`src/rtl/thermprot_pkg.sv`:
```
package thermprot_pkg;
  typedef enum logic [1:0] {
    PH_START = 2'd0,
    PH_RUN   = 2'd1,
    PH_SHDN  = 2'd2
  } phase_e;
endpackage

```
`src/rtl/thermprot_hyst.sv`:
```
module thermprot_hyst #(
  parameter int TEMP_W = 8,
  parameter int RISE   = 115,
  parameter int FALL   = 107
) (
  input  logic              clk,
  input  logic              rst_n,
  input  logic              active,
  input  logic              smp,
  input  logic [TEMP_W-1:0] temp,
  output logic              hot_o,
  output logic              hot_nxt_o,
  output logic              rise_o
);
  localparam logic [TEMP_W-1:0] RISE_C = TEMP_W'(RISE);
  localparam logic [TEMP_W-1:0] FALL_C = TEMP_W'(FALL);

  logic hot_q, hot_n, upd;
  logic above, below;

  assign above = temp > RISE_C;
  assign below = temp < FALL_C;

  always_comb begin
    hot_n = hot_q;
    upd   = !active || smp;
    if (!active)    hot_n = 1'b0;
    else if (smp) begin
      if (above)      hot_n = 1'b1;
      else if (below) hot_n = 1'b0;
    end
  end

  always_ff @(posedge clk or negedge rst_n) begin
    if (!rst_n)   hot_q <= 1'b0;
    else if (upd) hot_q <= hot_n;
  end

  assign hot_o     = hot_q;
  assign hot_nxt_o = hot_n;
  assign rise_o    = active && smp && !hot_q && above;

  p_hold_no_sample_r11: assert property (@(posedge clk) disable iff (!rst_n)
    (active && !smp) |=> (hot_o == $past(hot_o)));
  p_rise_sets_r2: assert property (@(posedge clk) disable iff (!rst_n)
    (active && smp && temp > RISE_C) |=> hot_o);
  p_fall_clears_r3: assert property (@(posedge clk) disable iff (!rst_n)
    (active && smp && temp < FALL_C) |=> !hot_o);
endmodule

```
`src/rtl/thermprot_warn.sv`:
```
module thermprot_warn (
  input  logic clk,
  input  logic rst_n,
  input  logic set_i,
  input  logic clr_i,
  output logic flag_o
);
  logic flag_q, flag_n, upd;

  always_comb begin
    upd    = set_i || clr_i;
    flag_n = set_i;
  end

  always_ff @(posedge clk or negedge rst_n) begin
    if (!rst_n)   flag_q <= 1'b0;
    else if (upd) flag_q <= flag_n;
  end

  assign flag_o = flag_q;

  p_set_wins_r6: assert property (@(posedge clk) disable iff (!rst_n)
    set_i |=> flag_o);
  p_clear_r6: assert property (@(posedge clk) disable iff (!rst_n)
    (clr_i && !set_i) |=> !flag_o);
  p_sticky_r6: assert property (@(posedge clk) disable iff (!rst_n)
    (flag_o && !clr_i) |=> flag_o);
endmodule

```
`src/rtl/thermprot_top.sv`:
```
module thermprot_top #(
  parameter int TEMP_W     = 8,
  parameter int START_RISE = 107,
  parameter int START_FALL = 102,
  parameter int RUN_RISE   = 115,
  parameter int RUN_FALL   = 107,
  parameter int TRIP       = 140
) (
  input  logic              clk,
  input  logic              rst_n,
  input  logic              temp_valid,
  input  logic [TEMP_W-1:0] temp_code,
  input  logic              startup_done,
  input  logic              warn_en,
  input  logic              shdn_en,
  input  logic              warn_clr,
  output logic              startup_hold,
  output logic              warn_irq,
  output logic              shdn_req
);
  import thermprot_pkg::*;

  localparam logic [TEMP_W-1:0] TRIP_C    = TEMP_W'(TRIP);
  localparam logic [TEMP_W-1:0] RELEASE_C = TEMP_W'(START_FALL);

  phase_e phase_q, phase_n;
  logic   lo_hot, lo_nxt, lo_rise;
  logic   hi_hot, hi_nxt, hi_rise;
  logic   trip, cool;

  thermprot_hyst #(.TEMP_W(TEMP_W), .RISE(START_RISE), .FALL(START_FALL)) u_lo (
    .clk(clk), .rst_n(rst_n), .active(phase_q == PH_START), .smp(temp_valid),
    .temp(temp_code), .hot_o(lo_hot), .hot_nxt_o(lo_nxt), .rise_o(lo_rise));

  thermprot_hyst #(.TEMP_W(TEMP_W), .RISE(RUN_RISE), .FALL(RUN_FALL)) u_hi (
    .clk(clk), .rst_n(rst_n), .active(phase_q == PH_RUN), .smp(temp_valid),
    .temp(temp_code), .hot_o(hi_hot), .hot_nxt_o(hi_nxt), .rise_o(hi_rise));

  thermprot_warn u_warn (
    .clk(clk), .rst_n(rst_n), .set_i(hi_rise && warn_en), .clr_i(warn_clr),
    .flag_o(warn_irq));

  assign trip = temp_valid && (temp_code > TRIP_C);
  assign cool = temp_valid && (temp_code < RELEASE_C);

  always_comb begin
    phase_n = phase_q;
    case (phase_q)
      PH_START: if (startup_done && !lo_nxt) phase_n = PH_RUN;
      PH_RUN:   if (shdn_en && trip)         phase_n = PH_SHDN;
      PH_SHDN:  if (cool)                    phase_n = PH_START;
      default:                               phase_n = PH_START;
    endcase
  end

  always_ff @(posedge clk or negedge rst_n) begin
    if (!rst_n) phase_q <= PH_START;
    else        phase_q <= phase_n;
  end

  assign startup_hold = (phase_q == PH_SHDN) || ((phase_q == PH_START) && lo_hot);
  assign shdn_req     = (phase_q == PH_SHDN);

  p_trip_r9: assert property (@(posedge clk) disable iff (!rst_n)
    (phase_q == PH_RUN && shdn_en && trip) |=> (shdn_req && startup_hold));
  p_no_trip_disabled_r9: assert property (@(posedge clk) disable iff (!rst_n)
    (!shdn_req && !shdn_en) |=> !shdn_req);
  p_release_r10: assert property (@(posedge clk) disable iff (!rst_n)
    (shdn_req && cool) |=> (!shdn_req && !startup_hold));
  p_shdn_kept_r10: assert property (@(posedge clk) disable iff (!rst_n)
    (shdn_req && !cool) |=> shdn_req);
  p_no_warn_startup_r5: assert property (@(posedge clk) disable iff (!rst_n)
    (phase_q != PH_RUN && !warn_irq) |=> !warn_irq);
endmodule

```
`config.mk`:
```
export PLATFORM = sky130hd
export DESIGN_NAME = thermprot_top
export DESIGN_NICKNAME = d
export VERILOG_FILES = /design/src/rtl/thermprot_pkg.sv /design/src/rtl/thermprot_hyst.sv /design/src/rtl/thermprot_warn.sv /design/src/rtl/thermprot_top.sv
export SDC_FILE = /design/constraint.sdc
export NUM_CORES = 1
export LEC_CHECK = 0
export CAP_MARGIN = 0
export CORE_AREA = 2 2 39 41
export DETAILED_ROUTE_END_ITERATION = 16
export DIE_AREA = 0 0 41 43
export PLACE_DENSITY_LB_ADDON = 0.1
export SLEW_MARGIN = 5
export SYNTH_ARGS = -nofsm -noshare
export SYNTH_HDL_FRONTEND = slang
export SYNTH_SLANG_ARGS = --single-unit
```
`constraint.sdc`:
```
create_clock -name clk -period 1.6 [get_ports clk]
set_clock_uncertainty 0.05 [all_clocks]
set_input_delay 0.48 -clock clk [delete_from_list [all_inputs] [get_ports clk]]
set_output_delay 0.48 -clock clk [all_outputs]
set_load 0.005 [all_outputs]
```
==> impl_results.md <==
* Hold slack at 0.407 ns
* Die height at 43 um
* CP Class: in -> reg
* Fin. max-slew vios at 0
* Wire per inst at around 11 um
* Vias at 453
* Critical Path RT at 1.72 ns
* Avg Cell Area, Syn at about 8.4 um2
* Yosys cell types at 26
* Nets@finish at between 90 and 100
* Syn nets at 58
* Post-Syn Instances at 43
* Mapped Area at 360 um2
* Fmax at between 600 and 700 MHz
* Dpl cell area at ~650 um2
* Worst Setup SP: temp_code[2]
* Largest net degree at the start of global routing at 6
* Status: finished clean
* Die area at 1760 um2
* Setup TNS at 0 ns
* RR Startpoint: phase_q[1]
* Die Span X at between 40 and 50 um
* Longest Clk Path Bufs at 2
* CP max FO at 3
* Rows at 14
* # fillers at 149
* I/O pin count at 18
* Post-synthesis sequential area ratio at about a third
* Worst EP arrival at 1.66 ns
* Dpl hpwl at 829 um
* GRT Util Overall at 11.1%
* Fin. Hold Viols at 0
* # diodes at 0
* Drt initial violations at 7
* CTS H-tree depth at 1
* Initial antenna violation count at 0
* Synth warnings at 0
* Initial Utilization at 26.0%
* I/O Buffers at 17
* Sink Count at 5
* Post-synthesis register bit count at 5
* MaxCap Viol Count at 0
* Slew HR at between 70% and 80%
* Drt pass-1 iters at 2
* Worst setup EP type: register
* Vias in the first global route at 390
* Final ANT Viol Nets at 0
* Layout cell share with drive strength beyond 1 at about a third
* Root Driver: clkbuf_4
* Fin crit share at a little over nine tenths
* DRT Wirelength at between 1000 and 1500 um
* First-pass GRT wire length at 1410 um
* GR Overflow Total at 0
* Core area at 1380 um2
* Num CTS Buffers at 3
* Tmin final at 1.53 ns
* Pwr dens at between 800 and 900 nW/um2
* Clk slew on worst S/H paths at 0.05 ns
* Lkg Pwr at 0.000341 uW
* Area delta synth->final at 92.7%
* Largest vdd supply drop at 0.249 mV
* Post-layout instance area at 694 um2
* Routability Congestion at 0.801
* CTS tree: yes
* Worst slew pin tran at 0.379 ns
* HP Class: in -> async
* CP startpoint kind: input pin
* Final setup violation count at 0
* Drt via density at around 4.7
* Worst skew pair latency at 0.23 ns
* DRC violation count after routing at 0
-- critical path: stages --
cell and delay (ns):
dlygate4sd2_1 0.25, nand4b_1 0.22, or4_4 0.45, o211ai_2 0.08, a32o_1 0.18
-- registers in the layout, indices dropped and copies added (netlist names) --
signal         cells
u_warn.flag_o      1
u_lo.hot_o         1
phase_q            2
u_hi.hot_o         1
-- final timing paths --
kind / to / slack, ns / cells past startpoint
worst max-delay path: phase_q[0] / 0.07 / 5
worst min-delay path: u_warn.flag_o / 0.41 / 1
worst max register to register: u_warn.flag_o / 0.20 / 5
worst min register to register: u_warn.flag_o / 0.44 / 1
max in group asynchronous: phase_q[0] / 0.90 / 1
min in group clk: u_warn.flag_o / 0.44 / 1
-- cells by family (layout without fill, tap and decap cells) --
family                 after synthesis  count (layout)  share of synthesized area, %
and+or+nand+nor                     24              24                          36.1
buffers and inverters                2              39                          2.08
DFF                                  5               5                          34.7
AOI/OAI and AO/OA                   12              12                          27.1
-- where the power goes --
group	leakage, uW	total, uW	switching, uW	internal [uW]
Combinational	0.000261	276	109	167
Clock	0.0000150	145	50.8	94.2
Sequential	0.0000654	187	20.7	166
Total	0.000341	608	181	427
-- through the flow --
step / worst slack (ns) / total power, uW / utilization (%) / cells
2_1_floorplan: 0.180 / 294 / - / 43
3_3_place_gp: -0.362 / 447 / 46.8 / 89
3_5_place_dp: -0.355 / 445 / 46.8 / 89
4_1_cts: -0.0129 / 616 / 50.1 / 96
5_1_grt: -0.00158 / 649 / 50.2 / 96
6_report: 0.0654 / 608 / 50.2 / 96
-- routing by layer --
metal	track usage, %	wire [um]	vias up	share of wire, %
met1	14.1	438	202	43
met3	1.57	39	0	3.9
met4	2.00	0	0	0
met5	0	0	-	0
met2	19.1	531	12	53
li1	-	-	239	-
-- repair_timing --
| item | CTS | global route |
|---|---|---|
| hold endpoints to repair | 0 | 0 |
| pin swaps | 7 | 2 |
| setup buffers | 3 | 0 |
| gates resized for setup | 15 | 3 |
| hold buffers | 0 | 0 |
| endpoints found under the setup margin | 6 | 4 |
-- synthesized netlist by cell type --
library cell	count	area, um2
nand4_1	1	6.26
nand2_1	4	15.0
a2111oi_0	1	8.76
o21ai_0	1	5.00
a32o_1	1	10.0
a21o_2	1	8.76
nor3b_1	1	7.51
o32ai_1	1	8.76
nor2_1	6	22.5
nand2b_1	1	6.26
a21oi_1	1	5.00
or3b_1	1	8.76
o211ai_2	1	12.5
nand3_1	2	10.0
nand4b_1	1	8.76
o2bb2ai_1	1	8.76
nand2_2	1	6.26
nor2b_2	1	8.76
nor2b_1	2	12.5
inv_1	2	7.51
o211ai_1	2	15.0
or4_1	1	7.51
a21o_1	1	7.51
nor3_1	2	10.0
a211oi_1	1	7.51
dfrtp_1	5	125
-- cells in the final DEF, fill, tap and decap left out, types with 3 or more instances in the layout --
cell,netlist,layout
buf_4,0,16
clkbuf_4,0,3
clkdlybuf4s50_1,0,5
dfrtp_1,5,5
dlygate4sd2_1,0,10
nand2_1,4,4
nor2_1,6,6
-- final cells by class --
cell class	instances	area [um2]	area share, %
flip-flops and latches	5	125	18.0
well taps	16	20.0	2.88
clock buffers	4	26.3	3.78
multi-input cells	36	240	34.6
repair buffers	33	275	39.6
inverters	2	7.51	1.08
No activity file was read; power rests on OpenSTA's default activity.
